===== config.mk =====
export PLATFORM = sky130hd
export DESIGN_NAME = cmdchain_dma
export DESIGN_NICKNAME = d
export VERILOG_FILES = /design/src/rtl/cmdchain_pkg.sv /design/src/rtl/cmdchain_regs.sv /design/src/rtl/cmdchain_sema.sv /design/src/rtl/cmdchain_engine.sv /design/src/rtl/cmdchain_dma.sv
export SDC_FILE = /design/constraint.sdc
export NUM_CORES = 1
export LEC_CHECK = 0
export ABC_AREA = 0
export BUFFER_PORTS_ARGS = -buffer_cell sky130_fd_sc_hd__buf_4
export CAP_MARGIN = 5
export CORE_UTILIZATION = 45
export DETAILED_ROUTE_END_ITERATION = 7
export HOLD_SLACK_MARGIN = 0.08
export PLACE_DENSITY = 0.73
export SLEW_MARGIN = 40
export SYNTH_ARGS = -nofsm -noshare
export SYNTH_HDL_FRONTEND = slang
export SYNTH_SLANG_ARGS = --single-unit

===== constraint.sdc =====
create_clock -name clk -period 9.6 [get_ports clk]
set_clock_uncertainty 0.2 [all_clocks]
set_input_delay 1.44 -clock clk [delete_from_list [all_inputs] [get_ports clk]]
set_output_delay 1.44 -clock clk [all_outputs]
set_load 0.05 [all_outputs]

===== src/rtl/cmdchain_pkg.sv =====
// Shared types and register map for the chained command sequencer.
// Assumes a 4-bit register offset space; offsets are fixed by this map.
package cmdchain_pkg;
    typedef enum logic [1:0] {
        ST_IDLE  = 2'd0,
        ST_FETCH = 2'd1,
        ST_XFER  = 2'd2,
        ST_DONE  = 2'd3
    } seq_state_t;

    localparam int REG_AW = 4;
    localparam int REG_DW = 32;
    localparam int SEM_W  = 8;

    localparam logic [REG_AW-1:0] OFS_CTRL     = 4'd0;
    localparam logic [REG_AW-1:0] OFS_CTRL_SET = 4'd1;
    localparam logic [REG_AW-1:0] OFS_CTRL_CLR = 4'd2;
    localparam logic [REG_AW-1:0] OFS_STAT     = 4'd4;
    localparam logic [REG_AW-1:0] OFS_STAT_SET = 4'd5;
    localparam logic [REG_AW-1:0] OFS_STAT_CLR = 4'd6;
    localparam logic [REG_AW-1:0] OFS_NEXT     = 4'd8;
    localparam logic [REG_AW-1:0] OFS_SEMA     = 4'd12;

    localparam int CTL_STOP  = 0;
    localparam int CTL_IRQEN = 1;
    localparam int CTL_ABORT = 2;
endpackage


===== src/rtl/cmdchain_regs.sv =====
// Control and status registers with set/clear aliases.
// Decodes writes into strobes for the pointer, semaphore and abort.
// Assumes completion pulses last one cycle. A completion wins over a status clear in the same cycle.
module cmdchain_regs
    import cmdchain_pkg::*;
(
    input  logic              clk,
    input  logic              rst_n,
    input  logic              reg_wr,
    input  logic [REG_AW-1:0] reg_addr,
    input  logic [REG_DW-1:0] reg_wdata,
    input  logic              cmd_done,
    output logic              stop,
    output logic              irq_en,
    output logic              stat_done,
    output logic              abort,
    output logic              ptr_wr,
    output logic              sema_wr
);
    logic wr_ctrl, wr_cset, wr_cclr, wr_sset, wr_sclr;
    logic unused_wdata;

    // Decode the write strobe per offset.
    always_comb begin
        wr_ctrl = reg_wr && (reg_addr == OFS_CTRL);
        wr_cset = reg_wr && (reg_addr == OFS_CTRL_SET);
        wr_cclr = reg_wr && (reg_addr == OFS_CTRL_CLR);
        wr_sset = reg_wr && (reg_addr == OFS_STAT_SET);
        wr_sclr = reg_wr && (reg_addr == OFS_STAT_CLR);
        ptr_wr  = reg_wr && (reg_addr == OFS_NEXT);
        sema_wr = reg_wr && (reg_addr == OFS_SEMA) && (reg_wdata[SEM_W-1:0] != '0);
        abort   = wr_cset && reg_wdata[CTL_ABORT];
    end

    assign unused_wdata = ^reg_wdata;

    // Control bits: direct write, set alias, clear alias.
    always_ff @(posedge clk) begin
        if (!rst_n) begin
            stop   <= 1'b1;
            irq_en <= 1'b0;
        end else if (wr_ctrl) begin
            stop   <= reg_wdata[CTL_STOP];
            irq_en <= reg_wdata[CTL_IRQEN];
        end else if (wr_cset) begin
            stop   <= stop   | reg_wdata[CTL_STOP];
            irq_en <= irq_en | reg_wdata[CTL_IRQEN];
        end else if (wr_cclr) begin
            stop   <= stop   & ~reg_wdata[CTL_STOP];
            irq_en <= irq_en & ~reg_wdata[CTL_IRQEN];
        end
    end

    // Completion status: set by hardware or alias, cleared by alias.
    always_ff @(posedge clk) begin
        if (!rst_n)
            stat_done <= 1'b0;
        else
            stat_done <= cmd_done
                       | (wr_sset && reg_wdata[0])
                       | (stat_done && !(wr_sclr && reg_wdata[0]));
    end

    assert_stat_R6: assert property (@(posedge clk) disable iff (!rst_n)
        cmd_done |=> stat_done);
endmodule


===== src/rtl/cmdchain_sema.sv =====
// Saturating hardware semaphore.
// Combines a software increment and a completion decrement into one update per cycle.
// Assumes abort has priority over every other update.
module cmdchain_sema #(
    parameter int SEM_W = 8
) (
    input  logic             clk,
    input  logic             rst_n,
    input  logic             clr,
    input  logic             inc_en,
    input  logic [SEM_W-1:0] inc_val,
    input  logic             dec_en,
    output logic [SEM_W-1:0] sem
);
    localparam logic [SEM_W:0] SEM_MAX = {1'b0, {SEM_W{1'b1}}};

    logic [SEM_W:0] up_sum;
    logic [SEM_W:0] net_sum;

    // Net next value: add the release, take one for the completion, then clamp.
    always_comb begin
        up_sum  = {1'b0, sem} + (inc_en ? {1'b0, inc_val} : '0);
        net_sum = up_sum - {{SEM_W{1'b0}}, (dec_en && (up_sum != '0))};
        if (net_sum > SEM_MAX)
            net_sum = SEM_MAX;
    end

    // Count register.
    always_ff @(posedge clk) begin
        if (!rst_n || clr)
            sem <= '0;
        else
            sem <= net_sum[SEM_W-1:0];
    end

    assert_hold_R10: assert property (@(posedge clk) disable iff (!rst_n)
        (!clr && !inc_en && !dec_en) |=> $stable(sem));
    assert_saturate_R10: assert property (@(posedge clk) disable iff (!rst_n)
        (!clr && inc_en && !dec_en && sem == SEM_MAX[SEM_W-1:0]) |=> (sem == SEM_MAX[SEM_W-1:0]));
    assert_dec_R2: assert property (@(posedge clk) disable iff (!rst_n)
        (!clr && !inc_en && dec_en && sem != '0) |=> (sem == $past(sem) - 1'b1));
    assert_abort_R8: assert property (@(posedge clk) disable iff (!rst_n)
        clr |=> (sem == '0));
endmodule


===== src/rtl/cmdchain_engine.sv =====
// Command walker: fetches a command word at the pointer, runs a fixed-latency data stub,
// then signals completion and follows the chain link.
// Assumes fetch_data is valid in the cycle that fetch_valid is high, and DATA_LAT >= 1.
module cmdchain_engine
    import cmdchain_pkg::*;
#(
    parameter int ADDR_W   = 16,
    parameter int DATA_LAT = 4
) (
    input  logic              clk,
    input  logic              rst_n,
    input  logic              run_en,
    input  logic              abort,
    input  logic              sem_nonzero,
    input  logic              ptr_wr,
    input  logic [ADDR_W-1:0] ptr_wdata,
    output logic              fetch_req,
    output logic [ADDR_W-1:0] fetch_addr,
    input  logic              fetch_valid,
    input  logic [ADDR_W+1:0] fetch_data,
    output logic              cmd_done,
    output logic              dec_req,
    output logic [ADDR_W-1:0] next_ptr
);
    localparam int CNT_W     = $clog2(DATA_LAT + 1);
    localparam int CHAIN_BIT = ADDR_W;
    localparam int DEC_BIT   = ADDR_W + 1;

    seq_state_t        state;
    logic [ADDR_W-1:0] ptr;
    logic [ADDR_W+1:0] cmd_q;
    logic [CNT_W-1:0]  cnt;
    logic              parked;

    // Sequencer state, pointer and data-phase counter.
    always_ff @(posedge clk) begin
        if (!rst_n) begin
            state  <= ST_IDLE;
            ptr    <= '0;
            cmd_q  <= '0;
            cnt    <= '0;
            parked <= 1'b0;
        end else if (abort) begin
            state  <= ST_IDLE;
            parked <= 1'b0;
        end else begin
            if (ptr_wr) begin
                ptr    <= ptr_wdata;
                parked <= 1'b0;
            end
            case (state)
                ST_IDLE: begin
                    if (run_en && sem_nonzero && !parked && !ptr_wr)
                        state <= ST_FETCH;
                end
                ST_FETCH: begin
                    if (run_en && fetch_valid) begin
                        cmd_q <= fetch_data;
                        cnt   <= CNT_W'(DATA_LAT - 1);
                        state <= ST_XFER;
                    end
                end
                ST_XFER: begin
                    if (run_en) begin
                        if (cnt == '0)
                            state <= ST_DONE;
                        else
                            cnt <= cnt - 1'b1;
                    end
                end
                ST_DONE: begin
                    state <= ST_IDLE;
                    if (cmd_q[CHAIN_BIT])
                        ptr <= cmd_q[ADDR_W-1:0];
                    else
                        parked <= 1'b1;
                end
                default: state <= ST_IDLE;
            endcase
        end
    end

    // Port outputs decoded from state.
    always_comb begin
        fetch_req  = (state == ST_FETCH) && run_en;
        fetch_addr = ptr;
        cmd_done   = (state == ST_DONE);
        dec_req    = (state == ST_DONE) && cmd_q[DEC_BIT];
        next_ptr   = ptr;
    end

    assert_halt_R1: assert property (@(posedge clk) disable iff (!rst_n)
        (state == ST_IDLE && !sem_nonzero) |=> !fetch_req);
    assert_stopped_R5: assert property (@(posedge clk) disable iff (!rst_n)
        (!run_en && state != ST_DONE) |=> !cmd_done);
    assert_chain_R3: assert property (@(posedge clk) disable iff (!rst_n)
        (state == ST_DONE && cmd_q[CHAIN_BIT] && !abort) |=> (fetch_addr == $past(cmd_q[ADDR_W-1:0])));
endmodule


===== src/rtl/cmdchain_dma.sv =====
// Top of the chained command sequencer.
// Joins the register block, the semaphore and the command walker, and drives the read mux and irq.
// Assumes reads are combinational on reg_addr.
module cmdchain_dma
    import cmdchain_pkg::*;
#(
    parameter int ADDR_W   = 16,
    parameter int DATA_LAT = 4
) (
    input  logic              clk,
    input  logic              rst_n,
    input  logic              reg_wr,
    input  logic [3:0]        reg_addr,
    input  logic [31:0]       reg_wdata,
    output logic [31:0]       reg_rdata,
    output logic              fetch_req,
    output logic [ADDR_W-1:0] fetch_addr,
    input  logic              fetch_valid,
    input  logic [ADDR_W+1:0] fetch_data,
    output logic              irq
);
    logic              stop, irq_en, stat_done, abort, ptr_wr, sema_wr;
    logic              cmd_done, dec_req;
    logic [SEM_W-1:0]  sem;
    logic [ADDR_W-1:0] next_ptr;

    cmdchain_regs u_regs (
        .clk       (clk),
        .rst_n     (rst_n),
        .reg_wr    (reg_wr),
        .reg_addr  (reg_addr),
        .reg_wdata (reg_wdata),
        .cmd_done  (cmd_done),
        .stop      (stop),
        .irq_en    (irq_en),
        .stat_done (stat_done),
        .abort     (abort),
        .ptr_wr    (ptr_wr),
        .sema_wr   (sema_wr)
    );

    cmdchain_sema #(.SEM_W(SEM_W)) u_sema (
        .clk     (clk),
        .rst_n   (rst_n),
        .clr     (abort),
        .inc_en  (sema_wr),
        .inc_val (reg_wdata[SEM_W-1:0]),
        .dec_en  (dec_req),
        .sem     (sem)
    );

    cmdchain_engine #(.ADDR_W(ADDR_W), .DATA_LAT(DATA_LAT)) u_engine (
        .clk         (clk),
        .rst_n       (rst_n),
        .run_en      (!stop),
        .abort       (abort),
        .sem_nonzero (sem != '0),
        .ptr_wr      (ptr_wr),
        .ptr_wdata   (reg_wdata[ADDR_W-1:0]),
        .fetch_req   (fetch_req),
        .fetch_addr  (fetch_addr),
        .fetch_valid (fetch_valid),
        .fetch_data  (fetch_data),
        .cmd_done    (cmd_done),
        .dec_req     (dec_req),
        .next_ptr    (next_ptr)
    );

    // Read mux over the register map.
    always_comb begin
        reg_rdata = '0;
        case (reg_addr)
            OFS_CTRL, OFS_CTRL_SET, OFS_CTRL_CLR: begin
                reg_rdata[CTL_STOP]  = stop;
                reg_rdata[CTL_IRQEN] = irq_en;
            end
            OFS_STAT, OFS_STAT_SET, OFS_STAT_CLR: reg_rdata[0] = stat_done;
            OFS_NEXT: reg_rdata[ADDR_W-1:0] = next_ptr;
            OFS_SEMA: reg_rdata[SEM_W-1:0]  = sem;
            default:  reg_rdata = '0;
        endcase
    end

    // Interrupt: completion status gated by its enable.
    assign irq = stat_done && irq_en;

    assert_irq_R6: assert property (@(posedge clk) disable iff (!rst_n)
        (cmd_done && irq_en && !(reg_wr && reg_addr == OFS_CTRL_CLR)) |=> irq);
endmodule


==> flow_summary_export.csv <==
group,metric,value,unit
critical_path,critPathCaptureType,"flip-flop",
clock_tree,clk_path_buf_depth,2,
critical_path,required,9570,ps
synthesis,yosysSeqAreaShare,0.320,
synthesis,postSynthAreaPerCell,7.55,µm²
sta,worstMarginPinSlew,690,ps
sta,fin_crit_sh,0.587,
synthesis,synth_area_leaders,"dfxtp_1 (32%), nand2_1 (9.6%), ha_1 (6.3%)",
power_and_ir_drop,p_per_area,121,mW/mm²
power_and_ir_drop,power_frac_comb,0.190,
routing,routedWlPerCell,13.9,µm
sta,fmax,178,MHz
critical_path,cpPeakStageDelay,520,ps
synthesis,synth_most_common_cell,"nand2_1",
power_and_ir_drop,clockPowerShare,0.330,
cells_and_area,final_nets,557,
die,ios,108,
flow_run,maxCapViolations,0,
sta,fin_setup_tns,0,ps
synthesis,synth_cell_types,55,
critical_path,crit_top_cell,"ha_1",
die,num_rows,30,
critical_path,slowest_stage,"and4_1",
routing,drtIter0Drc,170,
die,die_area,0.00743,mm²
sta,slew_violations,0,
sta,relSlewSlack,0.539,
global_route,gr-total-overflow,0,
clock_tree,cts-resized-gates,0,
power_and_ir_drop,switching_share,0.294,
cells_and_area,area_growth,20.0,%
die,dieWidth,86.2,µm
routing,first_pass_iters,6,
place,gp_congestion,0.835,
clock_tree,cts_buffers,5,
sta,finalSetupViolCount,0,
routing,vias,3041,
power_and_ir_drop,switchingPower,0.000136,W
synthesis,yosys.area.top_type_share,0.320,
power_and_ir_drop,ir_worst_vdd,0.0787,mV
place,portBuffers,75,
sta,hold_viol_final,0,
clock_tree,cts_hold_buf,0,
global_route,grt_pass1_vias,2832,
clock_tree,cts_setup_buffers,0,
routing,antenna_left,0,
place,dp_hpwl,5.98,mm
synthesis,synth_async_sr_flop_share,0,
cells_and_area,instances_no_fill,579,
clock_tree,clk_latency,310,ps
clock_tree,cts_tree,"yes",
synthesis,syn-cell-area,0.00319,mm²
synthesis,synth_cells,423,
die,start_util,0.467,
synthesis,synth_area_leader_cell,"dfxtp_1",
routing,drcViolationCount,0,
status,run_status,"completed",
critical_path,path_class,"in2reg",
synthesis,yosysWarnings,0,
synthesis,synth_commonest_cells,"nand2_1 (82), dfxtp_1 (51), o21ai_0 (39), nand3_1 (37), a21oi_1 (35)",
global_route,antenna_found_initial,0,
power_and_ir_drop,pwr-share-seq,0.480,
global_route,grt_use_total,0.221,
synthesis,ys_ff_latch,51,
sta,grt_setup_unrepaired,"false",
critical_path,cp_max_fo,16,
global_route,grt_max_degree,34,
critical_path,cp-start-kind,"input port",
cells_and_area,drive_gt1_frac,0.205,
clock_tree,clock_sinks,51,
routing,viasPerCell,5.25,
global_route,grt_pass1_wl,13.2,mm
cells_and_area,n_antenna_cell,0,
die,core_area,0.00683,mm²
place,dp.cells,571,
clock_tree,path_clk_slew,100,ps
synthesis,synth_edf_count,0,
clock_tree,cts-root-buf,"clkbuf_8",
power_and_ir_drop,p_leak,1.63,nW
critical_path,cpLargestDelayFamily,"compound AO/OA/AOI/OAI gates",
sta,min_period,5630,ps
worst_hold_path,min_path_type,"reg2reg",
synthesis,synth_flop_cell,"dfxtp_1",
critical_path,cp_cell_sequence,"buf_4 > inv_1 > and4_1 > and3_1 > ha_1 > inv_1 > fa_1 > nor2b_4 > o22a_2 > xor2_2 > a2bb2oi_2 > a211oi_1 > a31oi_1 > ha_1 > ha_1 > nand3b_1 > a2111oi_4 > xor2_2 > a21oi_1",
critical_path,critPathArrivalTime,5600,ps
die,die_h,86.2,µm
routing,drt-total-wl,8.02,mm
power_and_ir_drop,p_int,0.000327,W
clock_tree,htreeDepth,2,
critical_path,worst-path-buf-inv,3,
[cells by family (layout without fill, tap and decap cells)]
logic type,after synthesis,in the layout,share of synthesized area
simple gates,181,181,0.270
compound gates,107,107,0.207
buf+inv,53,98,0.0909
flops,51,51,0.320
fa+ha+maj,17,17,0.0690
xor+xnor,11,11,0.0349
mux,2,2,0.00627
other cells,1,16,0.00117
[registers in the layout, summed over array words and instances, names as in the netlist, named ones only]
signal / count
u_engine.cmd_q: 18
u_engine.cnt: 3
u_engine.fetch_addr: 16
u_engine.parked: 1
u_engine.state: 2
u_regs.stat_done: 1
u_sema.sem: 8
[worst paths after layout]
check / from / depth (start not counted) / endpoint / slack (ps)
worst min register to register: u_engine.cmd_q[13] / 2 / u_engine.cmd_q[13] / 260
worst max-delay path: reg_addr[1] / 19 / u_sema.sem[3] / 3970
worst min-delay path: u_engine.cmd_q[13] / 2 / u_engine.cmd_q[13] / 260
worst max register to register: u_sema.sem[0] / 15 / u_sema.sem[3] / 5700
[routing by layer]
metal,share of wire,global-route usage,vias to the layer above
met5,0,0,-
met4,0.0090,0.0682,0
met3,0.044,0.0324,6
met2,0.49,0.369,84
met1,0.46,0.296,1404
li1,-,-,1547
[worst register-to-register path, stage by stage, from the launching register on]
cell and delay (ps):
dfxtp_1 390, ha_1 220, inv_1 70, fa_1 460, nor2b_4 150, o22a_2 180, xor2_2 260, a2bb2oi_2 250
a211oi_1 130, a31oi_1 200, ha_1 200, ha_1 190, nand3b_1 190, a2111oi_4 300, xor2_2 280, a21oi_1 110
[power groups by stage]
stage / Clock (W) / Combinational [W] / Sequential (W)
CTS: 0.000157 / 0.0000874 / 0.000222
global route: 0.000165 / 0.0000960 / 0.000223
finish: 0.000153 / 0.0000879 / 0.000222
detailed placement: 0 / 0.0000866 / 0.000227
floorplan: 0 / 0.0000636 / 0.000229
global placement: 0 / 0.0000850 / 0.000227
[area by class of cell]
| type | count | area, µm² |
|---|---|---|
| Fill cell | 663 | 3000 |
| Sequential cell | 51 | 1020 |
| Multi-Input combinational cell | 334 | 1950 |
| Timing Repair Buffer | 76 | 571 |
| Clock inverter | 3 | 46.3 |
| Inverter | 14 | 52.6 |
| Clock buffer | 5 | 68.8 |
| Tap cell | 96 | 120 |
[per-stage QoR]
stage	hold slack [ps]	instance area, µm²	util	worst slack, ps	power [W]
2_1_floorplan	233	3250	-	4050	0.000292
4_1_cts	261	3830	0.560	3970	0.000467
3_3_place_gp	243	3710	0.543	3740	0.000312
5_1_grt	285	3830	0.561	3670	0.000484
3_5_place_dp	247	3710	0.543	3660	0.000314
6_report	259	3830	0.561	3970	0.000463
[cells in the final DEF (no fill, tap or decap), types with 2 or more instances in the layout]
cell	synthesis	final
inv_1	14	14
a211oi_1	6	6
and2_1	9	9
o211ai_1	3	3
nor2_1	18	18
a21oi_1	35	35
xnor2_1	4	4
o21ai_0	39	39
mux2i_1	2	2
buf_4	19	76
a31oi_1	3	3
xor2_1	5	5
nand3_1	37	37
nor3_1	5	5
nand4b_1	2	2
nor2b_1	4	4
clkbuf_8	0	5
and3_1	8	8
o21ai_1	2	2
nand2b_1	2	2
nor4_1	3	3
nand2_1	82	80
ha_1	16	16
a22o_1	6	6
xor2_2	2	2
nand3b_1	2	2
dfxtp_1	51	51
conb_1	1	16
nand2_2	0	2
Note: power is estimated with default switching activity, not from simulation.
